[src/rtl/volt_alarm_pkg.sv]
package volt_alarm_pkg;
  localparam int REG_W      = 8;
  localparam int PD_BIT     = 0;
  localparam int IEN_BIT    = 1;
  localparam int IRQ_BIT    = 2;
  localparam int OV_LVL_BIT = 3;
  localparam int UV_LVL_BIT = 4;
  localparam int OV_EN_BIT  = 5;
  localparam int UV_EN_BIT  = 6;

  typedef struct packed {
    logic cfgWrite;
    logic irqClear;
    logic rmwRead;
    logic readEn;
    logic uvEnNext;
    logic ovEnNext;
    logic irqEnNext;
    logic pdNext;
  } ctrlStrobes_t;
endpackage

[src/rtl/va_sync.sv]
module va_sync #(
  parameter int WIDTH  = 2,
  parameter int STAGES = 2
) (
  input  logic             clk,
  input  logic             rstN,
  input  logic [WIDTH-1:0] asyncIn,
  output logic [WIDTH-1:0] syncOut
);
  logic [STAGES-1:0][WIDTH-1:0] stageQ;

  generate
    for (genvar s = 0; s < STAGES; s++) begin : gStage
      if (s == 0) begin : gFirst
        always_ff @(posedge clk or negedge rstN) begin
          if (!rstN) stageQ[0] <= '0;
          else       stageQ[0] <= asyncIn;
        end
      end else begin : gNext
        always_ff @(posedge clk or negedge rstN) begin
          if (!rstN) stageQ[s] <= '0;
          else       stageQ[s] <= stageQ[s-1];
        end
      end
    end
  endgenerate

  assign syncOut = stageQ[STAGES-1];
endmodule

[src/rtl/va_ctrl.sv]
module va_ctrl
  import volt_alarm_pkg::*;
(
  input  logic             busSel,
  input  logic             busWr,
  input  logic             busRmw,
  input  logic [REG_W-1:0] busWdata,
  output ctrlStrobes_t     strobes
);
  logic wrHit;
  logic unused_wdataBits;

  assign wrHit = busSel & busWr;
  assign unused_wdataBits = &{1'b0, busWdata[REG_W-1], busWdata[UV_LVL_BIT], busWdata[OV_LVL_BIT]};

  always_comb begin
    strobes.cfgWrite  = wrHit;
    strobes.irqClear  = wrHit & ~busWdata[IRQ_BIT];
    strobes.rmwRead   = busSel & busRmw;
    strobes.readEn    = busSel;
    strobes.uvEnNext  = busWdata[UV_EN_BIT];
    strobes.ovEnNext  = busWdata[OV_EN_BIT];
    strobes.irqEnNext = busWdata[IEN_BIT];
    strobes.pdNext    = busWdata[PD_BIT];
  end
endmodule

[src/rtl/va_datapath.sv]
module va_datapath
  import volt_alarm_pkg::*;
#(
  parameter int SYNC_STAGES = 2
) (
  input  logic             clk,
  input  logic             rstN,
  input  logic             uvAsync,
  input  logic             ovAsync,
  input  ctrlStrobes_t     strobes,
  output logic [REG_W-1:0] busRdata,
  output logic             irqOut,
  output logic             powerDown,
  output logic             irqFlag,
  output logic             uvLvl,
  output logic             ovLvl,
  output logic             uvEn,
  output logic             ovEn
);
  localparam int NUM_COND = 2;

  logic [NUM_COND-1:0] syncLvl;
  logic                irqEn;
  logic                pdQ;
  logic                alarmEvent;
  logic [REG_W-1:0]    regView;

  va_sync #(.WIDTH(NUM_COND), .STAGES(SYNC_STAGES)) u_sync (
    .clk     (clk),
    .rstN    (rstN),
    .asyncIn ({uvAsync, ovAsync}),
    .syncOut (syncLvl)
  );

  assign uvLvl = syncLvl[1] & ~pdQ;
  assign ovLvl = syncLvl[0] & ~pdQ;

  assign alarmEvent = (uvLvl & uvEn) | (ovLvl & ovEn);

  always_ff @(posedge clk or negedge rstN) begin
    if (!rstN) begin
      uvEn  <= 1'b0;
      ovEn  <= 1'b0;
      irqEn <= 1'b0;
      pdQ   <= 1'b0;
    end else if (strobes.cfgWrite) begin
      uvEn  <= strobes.uvEnNext;
      ovEn  <= strobes.ovEnNext;
      irqEn <= strobes.irqEnNext;
      pdQ   <= strobes.pdNext;
    end
  end

  always_ff @(posedge clk or negedge rstN) begin
    if (!rstN)                 irqFlag <= 1'b0;
    else if (alarmEvent)       irqFlag <= 1'b1;
    else if (strobes.irqClear) irqFlag <= 1'b0;
  end

  always_comb begin
    regView             = '0;
    regView[PD_BIT]     = pdQ;
    regView[IEN_BIT]    = irqEn;
    regView[IRQ_BIT]    = irqFlag | strobes.rmwRead;
    regView[OV_LVL_BIT] = ovLvl;
    regView[UV_LVL_BIT] = uvLvl;
    regView[OV_EN_BIT]  = ovEn;
    regView[UV_EN_BIT]  = uvEn;
  end

  assign busRdata  = strobes.readEn ? regView : '0;
  assign irqOut    = irqFlag & irqEn;
  assign powerDown = pdQ;
endmodule

[src/rtl/volt_alarm_ctrl.sv]
module volt_alarm_ctrl
  import volt_alarm_pkg::*;
#(
  parameter int SYNC_STAGES = 2
) (
  input  logic             clk,
  input  logic             rstN,
  input  logic             uvAsync,
  input  logic             ovAsync,
  input  logic             busSel,
  input  logic             busWr,
  input  logic             busRmw,
  input  logic [REG_W-1:0] busWdata,
  output logic [REG_W-1:0] busRdata,
  output logic             irqOut,
  output logic             powerDown
);
  ctrlStrobes_t strobes;
  logic irqFlag, uvLvl, ovLvl, uvEn, ovEn;

  va_ctrl u_ctrl (
    .busSel   (busSel),
    .busWr    (busWr),
    .busRmw   (busRmw),
    .busWdata (busWdata),
    .strobes  (strobes)
  );

  va_datapath #(.SYNC_STAGES(SYNC_STAGES)) u_dp (
    .clk       (clk),
    .rstN      (rstN),
    .uvAsync   (uvAsync),
    .ovAsync   (ovAsync),
    .strobes   (strobes),
    .busRdata  (busRdata),
    .irqOut    (irqOut),
    .powerDown (powerDown),
    .irqFlag   (irqFlag),
    .uvLvl     (uvLvl),
    .ovLvl     (ovLvl),
    .uvEn      (uvEn),
    .ovEn      (ovEn)
  );
endmodule

[config.mk]
export PLATFORM = sky130hd
export DESIGN_NAME = volt_alarm_ctrl
export DESIGN_NICKNAME = d
export VERILOG_FILES = /design/src/rtl/volt_alarm_pkg.sv /design/src/rtl/va_sync.sv /design/src/rtl/va_ctrl.sv /design/src/rtl/va_datapath.sv /design/src/rtl/volt_alarm_ctrl.sv
export SDC_FILE = /design/constraint.sdc
export NUM_CORES = 1
export LEC_CHECK = 0
export ABC_AREA = 0
export BUFFER_PORTS_ARGS = -buffer_cell sky130_fd_sc_hd__buf_2
export CAP_MARGIN = 20
export CORE_AREA = 4 4 41 43
export DETAILED_ROUTE_END_ITERATION = 10
export DIE_AREA = 0 0 45 47
export PLACE_DENSITY = 0.67
export SLEW_MARGIN = 0
export SYNTH_ARGS = -nofsm -noshare
export SYNTH_HDL_FRONTEND = slang
export SYNTH_SLANG_ARGS = --single-unit
[constraint.sdc]
create_clock -name clk -period 0.8 [get_ports clk]
set_input_delay 0 -clock clk [delete_from_list [all_inputs] [get_ports clk]]
set_output_delay 0 -clock clk [all_outputs]
set_load 0.01 [all_outputs]
==> results of run 1 <==
layout make-up:
type	instances	area (um2)
multi-input combinational	17	171
clock buffer	4	26.3
tap	15	18.8
timing repair buffer	33	258
fill	129	602
sequential	9	225
metrics by stage:
stage / TNS, ns / instance area (um2) / instances
2_1_floorplan: -0.00493 / 395 / 27
4_1_cts: -1.84 / 681 / 77
3_3_place_gp: -0.00113 / 514 / 62
5_1_grt: -2.19 / 699 / 78
6_report: -1.72 / 699 / 78
3_5_place_dp: -0.00675 / 514 / 62
Yosys cell counts:
| cell | instances | area share (%) |
|---|---|---|
| dfrtp_1 | 9 | 57 |
| and2_2 | 4 | 7.6 |
| mux2_4 | 4 | 15 |
| and3b_2 | 2 | 5.1 |
| a22oi_1 | 1 | 1.9 |
| and2_1 | 1 | 1.6 |
| buf_4 | 1 | 1.9 |
| conb_1 | 1 | 0.95 |
| nand2_4 | 1 | 2.8 |
| nand3b_1 | 1 | 1.9 |
| o21a_1 | 1 | 1.9 |
| o2bb2ai_1 | 1 | 2.2 |
metal layers:
| metal | wire length (um) | vias up | track usage (%) | share of wire (%) |
|---|---|---|---|---|
| li1 | - | 164 | - | - |
| met1 | 322 | 167 | 10.8 | 34 |
| met2 | 601 | 8 | 22.0 | 63 |
| met3 | 35 | 0 | 1.15 | 3.6 |
| met4 | 0 | 0 | 5.26 | 0 |
| met5 | 0 | - | 0 | 0 |
worst min-delay path by stage:
stage,to,depth (start not counted),slack (ns),from
6_report,u_dp.irqFlag$_DFFE_PN0P_,3,0.06,busWdata[2]
5_1_grt,u_dp.irqFlag$_DFFE_PN0P_,3,0.10,busWdata[2]
4_1_cts,u_dp.irqFlag$_DFFE_PN0P_,3,0.05,busWdata[2]
3_5_place_dp,u_dp.u_sync.stageQ[1]$_DFF_PN0_,1,-0.14,rstN
3_3_place_gp,u_dp.u_sync.stageQ[1]$_DFF_PN0_,1,-0.15,rstN
2_1_floorplan,u_dp.irqEn$_DFFE_PN0P_,0,-0.30,rstN
timing repair:
action / in CTS / in global routing
gates resized for setup: 9 / 3
pin swaps: 4 / 0
setup endpoints to repair: 10 / 14
hold buffers: 7 / 0
endpoints found under the hold margin: 15 / 0
setup buffers: 4 / 1
cell families (layout without fill, tap and decap cells):
| group | after synthesis | after routing |
|---|---|---|
| buf+inv | 1 | 37 |
| compound gates | 3 | 3 |
| mux | 4 | 4 |
| flops | 9 | 9 |
| simple gates | 9 | 9 |
| other cells | 1 | 1 |
power breakdown:
| group | leakage, nW | switching [mW] | internal, mW |
|---|---|---|---|
| clock network | 0.0150 | 0.147 | 0.192 |
| logic | 0.240 | 0.131 | 0.261 |
| registers | 0.104 | 0.0407 | 0.508 |
registers in the layout, indices dropped and copies added, names as in the netlist:
signal,cells
u_dp.u_sync.syncOut,2
u_dp.u_sync.stageQ,2
u_dp.irqFlag,1
u_dp.powerDown,1
u_dp.ovEn,1
u_dp.irqEn,1
u_dp.uvEn,1
worst max-delay path, cell delays in order, from the launching register on:
cell,delay (ns)
dfrtp_1,0.41
and3b_2,0.25
buf_6,0.10
==> results.md, run 1 <==
- The flow ran to the end, but the final reports show violations.
- The final reports fail on setup timing.
- The clock reaches the later pin of the worst-skew pair after 0.25 ns.
- The share of the clock period used by the worst path is 126%.
- Cells with a size suffix above 1 make up 65.1% of the layout.
- In this run the critical register-to-register path is launched from u_dp.powerDown$_DFFE_PN0P_.
- Entering global routing, the biggest net connects 10 pins.
- Relative to the synthesized area, the layout overhead comes to 76.9%.
- The worst setup path startpoint is u_dp.powerDown$_DFFE_PN0P_.
- The initial antenna violation count is 0.
- The total number of yosys warnings is 0.
- Setup repair after global routing could not meet its margin everywhere.
- STA classifies the critical path endpoint as an output pin.
- Data on the critical path arrives at its endpoint at 1.01 ns.
- The floorplan step defined a die boundary enclosing 2120 um2.
- The count of inserted antenna diode cells is 0.
- Across all setup checks in the final design, the least slack found is -0.205 ns.
- The number of nets in the finished design is 79.
- The overflow left after global routing is 0.
- In the routed layout, each cell is associated on average with a via count of 4.35.
- The clock slew at the register clock pins of the worst setup and hold paths is 0.06 ns.
- The power density normalized to cell area is 1830 nW/um2.
- After synthesis, the largest family of logic cells by area is simple AND/OR/NAND/NOR gates.
- The congestion estimate from routability-driven global placement came to 0.667.
- The endpoint of the lowest-slack register-to-register path is u_dp.powerDown$_DFFE_PN0P_.
- The library cells used most frequently in the layout, excluding fill and tap cells, are buf_2, dfrtp_1, buf_6, dlygate4sd3_1, mux2_4.
- The share of the Yosys chip area taken by registers is 57.0%.
- The post-synthesis area per instance is 14.6 um2.
- The floorplan step defined a core boundary enclosing 1300 um2.
- In the routed design, unresolved DRC markers number 0.
- The number of rows in the core area is 13.
- The final count of hold timing violations came to 0.
- Buffers placed on the I/O ports in this run total 20.
- The number of H-tree branching levels is 1.
- The cell at the root of the clock tree is clkbuf_4.
- The die extent in y is 47 um.
- The worst-case setup slack after placement is -0.00675 ns.
- The pre-antenna-repair detailed-routing pass consisted of 4 iterations.
- The worst reg-to-reg path cell count is 2.
- The final count of negative-setup-slack endpoints is 14.
- The peak supply drop is 0.00108 V.
- After Yosys synthesis, full adders, half adders and majority gates account for 0% of the synthesized area.
- Hold timing on the final database bottoms out at a slack of 0.0550 ns.
- In this run, distinct cell masters in the synthesized netlist total 12.
- Counting flops and latches in the post-synthesis netlist gives 9.
- The tree built by TritonCTS fans out to 9 sinks.
- Max-cap violations in this run came to 0.
- The chip width is 45 um.
- Across all layers, the routed design uses 339 vias.
- In this run, CTS created clock tree buffers numbering 3.
- Summing the areas of all compound-gate instances in the mapped netlist gives 6.01% of the synthesized area.
- Across all register-to-register paths, the minimum setup slack is -0.12 ns.
- The library cell used most frequently in the layout, excluding fill and tap cells, is buf_2.
- The worst setup path is launched from a flip-flop.
- For this design the top-level I/O count stands at 25.
- Overall power consumption after layout is estimated at 1.28 mW.
- The initial utilization of the core area, before any placement, comes to 30.4%.
- In the final routed layout, each cell accounts on average for 12.3 um.
- For the worst setup path, the data required time is 0.80 ns.
- Of all nets on the critical path, the largest fanout is 5.
- The cell area after technology mapping is 395 um2.
- In the synthesized netlist, the number of instances is 27.
- Measured against the total synthesized area, the mux share comes to 15.2%.
- The number of violations reported at the end of detailed-routing iteration 0 is 1.
- The fraction of the mapped netlist area in simple logic gates is 19.0%.
- The clock tree from TritonCTS is built.
- Counting every net in the synthesized netlist gives 42.
- After Yosys synthesis, XOR and XNOR cells account for 0% of the synthesized area.
- The first global-routing pass estimated 1680 um of wire.
- Between clock sinks in the finished design, the worst skew comes to 0.00399 ns.
- The post-route minimum period is 1.01 ns.
- The via count of the first global-routing pass is 394.
- In this run the worst setup path terminates at busRdata[4].
- The highest clock rate is 0.995 GHz.
- The wire length reported by the detailed router is 959 um.
- The worst hold path class is primary input to flip-flop.
- For this run, the total global-route usage over all layers was measured as 10.9%.
- The clock passes through at most 2 buffers.
- The final max-slew violation count is 0.
- The analysis attributes to cell leakage a power of 0.360 nW.
- The worst setup path is of the flip-flop to output pin kind.
- The remaining number of nets flagged by the antenna check after routing is 0.
- The core utilization of the finished layout is 53.8%.
(Power assumes the default switching activity.)
==> run 2: changes to the inputs <==
--- a/config.mk
+++ b/config.mk
@@ -8,10 +8,12 @@
 export ABC_AREA = 0
 export BUFFER_PORTS_ARGS = -buffer_cell sky130_fd_sc_hd__buf_2
 export CAP_MARGIN = 20
-export CORE_AREA = 4 4 41 43
+export CORE_AREA = 2 2 39 41
+export CTS_BUF_LIST = sky130_fd_sc_hd__clkbuf_4 sky130_fd_sc_hd__clkbuf_8
 export DETAILED_ROUTE_END_ITERATION = 10
-export DIE_AREA = 0 0 45 47
+export DIE_AREA = 0 0 41 43
 export PLACE_DENSITY = 0.67
+export REMOVE_ABC_BUFFERS = 1
 export SLEW_MARGIN = 0
 export SYNTH_ARGS = -nofsm -noshare
 export SYNTH_HDL_FRONTEND = slang
==> results.md, run 2 (synthesized netlist as in run 1, its figures left out) <==
- Setup repair after global routing missed its margin: true (unchanged).
- The mean routed wirelength per cell is 9.47 um (was 12.3 um).
- The worst hold path class is primary input to flip-flop (unchanged).
- The starting density of the core is 28.6% (was 30.4%).
- Commonest cells after routing, fill and taps aside: buf_2, dfrtp_1, buf_6, dlygate4sd3_1 (was buf_2, dfrtp_1, buf_6, dlygate4sd3_1, mux2_4).
- The die extent in y is 43 um (was 47 um).
- The worst hold slack across all endpoints is 0.0533 ns (was 0.0550 ns).
- The count of max-cap constraint violations came to 0 (unchanged).
- The wire length reported by the detailed router is 739 um (was 959 um).
- The area of combinational cells with multiple inputs is 168 um2 (was 171 um2).
- The maximum clock path buffer count is 2 (unchanged).
- Failing checks: setup timing (unchanged).
- The core utilization of the finished layout came to 50.3% (was 53.8%).
- The startpoint of the most critical register-to-register path was u_dp.powerDown$_DFFE_PN0P_ (unchanged).
- The DRC violation count after routing is 0 (unchanged).
- The die footprint is 1760 um2 (was 2120 um2).
- The final max-slew violation count is 0 (unchanged).
- The category of the worst setup path capture point is an output pin (unchanged).
- The routed via count divided by cell count was 4.26 (was 4.35).
- The chip width is 41 um (was 45 um).
- The beginning of the worst hold path is busWdata[2] (unchanged).
- The data required time of the worst path is 0.80 ns (about the same).
- The clock skew is 0.00295 ns (was 0.00399 ns).
- The cell at the root of the clock tree was clkbuf_4 (unchanged).
- The signed area change from the synthesized netlist to the final layout is 75.9% (was 76.9%).
- The total global-route track usage is 9.87% (was 10.9%).
- The later-pin clock latency in the skew report is 0.25 ns (about the same).
- The number of fill cells is 130 (was 129).
- The area taken by flip-flops and latches is 225 um2 (unchanged).
- The total of buffers placed on input and output ports is 20 (unchanged).
- The startpoint type of the worst setup path is a flip-flop (unchanged).
- Status: finished, violations left (unchanged).
- The post-route minimum period is 0.989 ns (was 1.01 ns).
- The final count of negative-setup-slack endpoints is 14 (unchanged).
- The post-layout instance area is 696 um2 (was 699 um2).
- The overflow left after global routing is 0 (unchanged).
- The peak supply drop is 0.000801 V (was 0.00108 V).
- The largest net degree at the start of global routing is 10 (unchanged).
- The number of placed I/O pins came to 25 (unchanged).
- The worst-case setup slack after placement was 0.00929 ns (was -0.00675 ns).
- The highest clock rate is 1.01 GHz (was 0.995 GHz).
- The number of rows in the core area was 14 (was 13).
- The TritonCTS buffer count was 3 (unchanged).
- The final count of hold timing violations is 0 (unchanged).
- The type of the worst setup path is flip-flop to output pin (unchanged).
- The number of H-tree branching levels is 1 (unchanged).
- The final weighted congestion in routability-driven placement is 0.634 (was 0.667).
- The static leakage power is 0.355 nW (was 0.360 nW).
- The via count of the first global-routing pass is 321 (was 394).
- The first-pass GRT wire length came to 1160 um (was 1680 um).
- Detailed placement finished with a half-perimeter wire length of 546 um.
- The clock sink total is 9 (unchanged).
- The initial antenna violation count was 0 (unchanged).
- The clock slew at the register clock pins of the worst setup and hold paths came to 0.06 ns (about the same).
- The layout cell share with drive strength beyond 1 is 66.1% (was 65.1%).
- The post-detailed-placement cell area is 508 um2 (was 514 um2).
- The clock tree from TritonCTS is built (unchanged).
- The worst setup margin is -0.189 ns (was -0.205 ns).
- The power density normalized to cell area is 1840 nW/um2 (was 1830 nW/um2).
- The total via count in the routed design was 332 (was 339).
- The count of inserted antenna diode cells is 0 (unchanged).
- The most frequent standard cell in the layout excluding fill and tap cells is buf_2 (unchanged).
- The placeable core area is 1380 um2 (was 1300 um2).
- The critical path data arrival time came to 0.99 ns (was 1.01 ns).
- The detailed-router iteration count before antenna repair came to 3 (was 4).
- The worst setup path startpoint is u_dp.powerDown$_DFFE_PN0P_ (unchanged).
- The remaining number of nets flagged by the antenna check after routing is 0 (unchanged).
- The share of the clock period used by the worst path is 124% (was 126%).
- The number of nets in the finished design is 78 (was 79).
- The largest fanout of any net on the critical path was 5 (unchanged).
- The number of violations reported at the end of detailed-routing iteration 0 is 2 (was 1).
run 2: cell count changes in the layout (fill, tap and decap cells not counted):
cell	delta
buf_2	-1
clkbuf_1	-1
clkbuf_4	+1
and2_2	+3
and2_4	-3
run 2: repair_timing:
item | in CTS | in global routing
pin swaps | 1 | 0
setup endpoints to repair | 9 | 13
setup buffers | 4 | 1
gates resized for setup | 7 | 2
hold buffers | 7 | 0
endpoints found under the hold margin | 15 | 0
run 2: metal layers:
layer  wire, um  global-route usage [%]
met3         43                    3.14
met1        267                    9.73
met2        428                    16.6
met5          0                       0
met4          0                    6.00
run 2: critical path, cell delays in order, from the launching register on:
cell and delay (ns):
dfrtp_1 0.40, and3b_2 0.24, buf_6 0.09
run 2: power by group:
| part | total, mW | internal (mW) | switching, mW |
|---|---|---|---|
| registers | 0.542 | 0.508 | 0.0347 |
| clock network | 0.366 | 0.225 | 0.141 |
| logic | 0.373 | 0.250 | 0.123 |
run 2: final timing paths:
check / end / slack, ns / cells after the start
setup reg to reg: u_dp.powerDown$_DFFE_PN0P_ / -0.11 / 2
hold reg to reg: u_dp.u_sync.syncOut[1]$_DFF_PN0_ / 0.35 / 0
hold / removal: u_dp.irqFlag$_DFFE_PN0P_ / 0.05 / 3
min in group asynchronous: u_dp.u_sync.stageQ[0]$_DFF_PN0_ / 0.13 / 2
max in group asynchronous: u_dp.irqFlag$_DFFE_PN0P_ / 0.49 / 2
setup / recovery: busRdata[3] / -0.19 / 2
run 2: layout make-up:
| type | count | share of cell area, % |
|---|---|---|
| Clock buffer | 4 | 4.32 |
| Tap cell | 16 | 2.88 |
| Timing Repair Buffer | 32 | 36.3 |
| Sequential cell | 9 | 32.4 |
| Multi-Input combinational cell | 17 | 24.1 |
run 2: through the flow:
step / power [mW] / TNS [ns] / cells
6_report: 1.28 / -1.56 / 78
5_1_grt: 1.36 / -2.01 / 78
4_1_cts: 1.28 / -1.57 / 77
3_5_place_dp: 0.789 / 0 / 62
2_1_floorplan: 0.682 / -0.00493 / 26
3_3_place_gp: 0.783 / 0 / 62
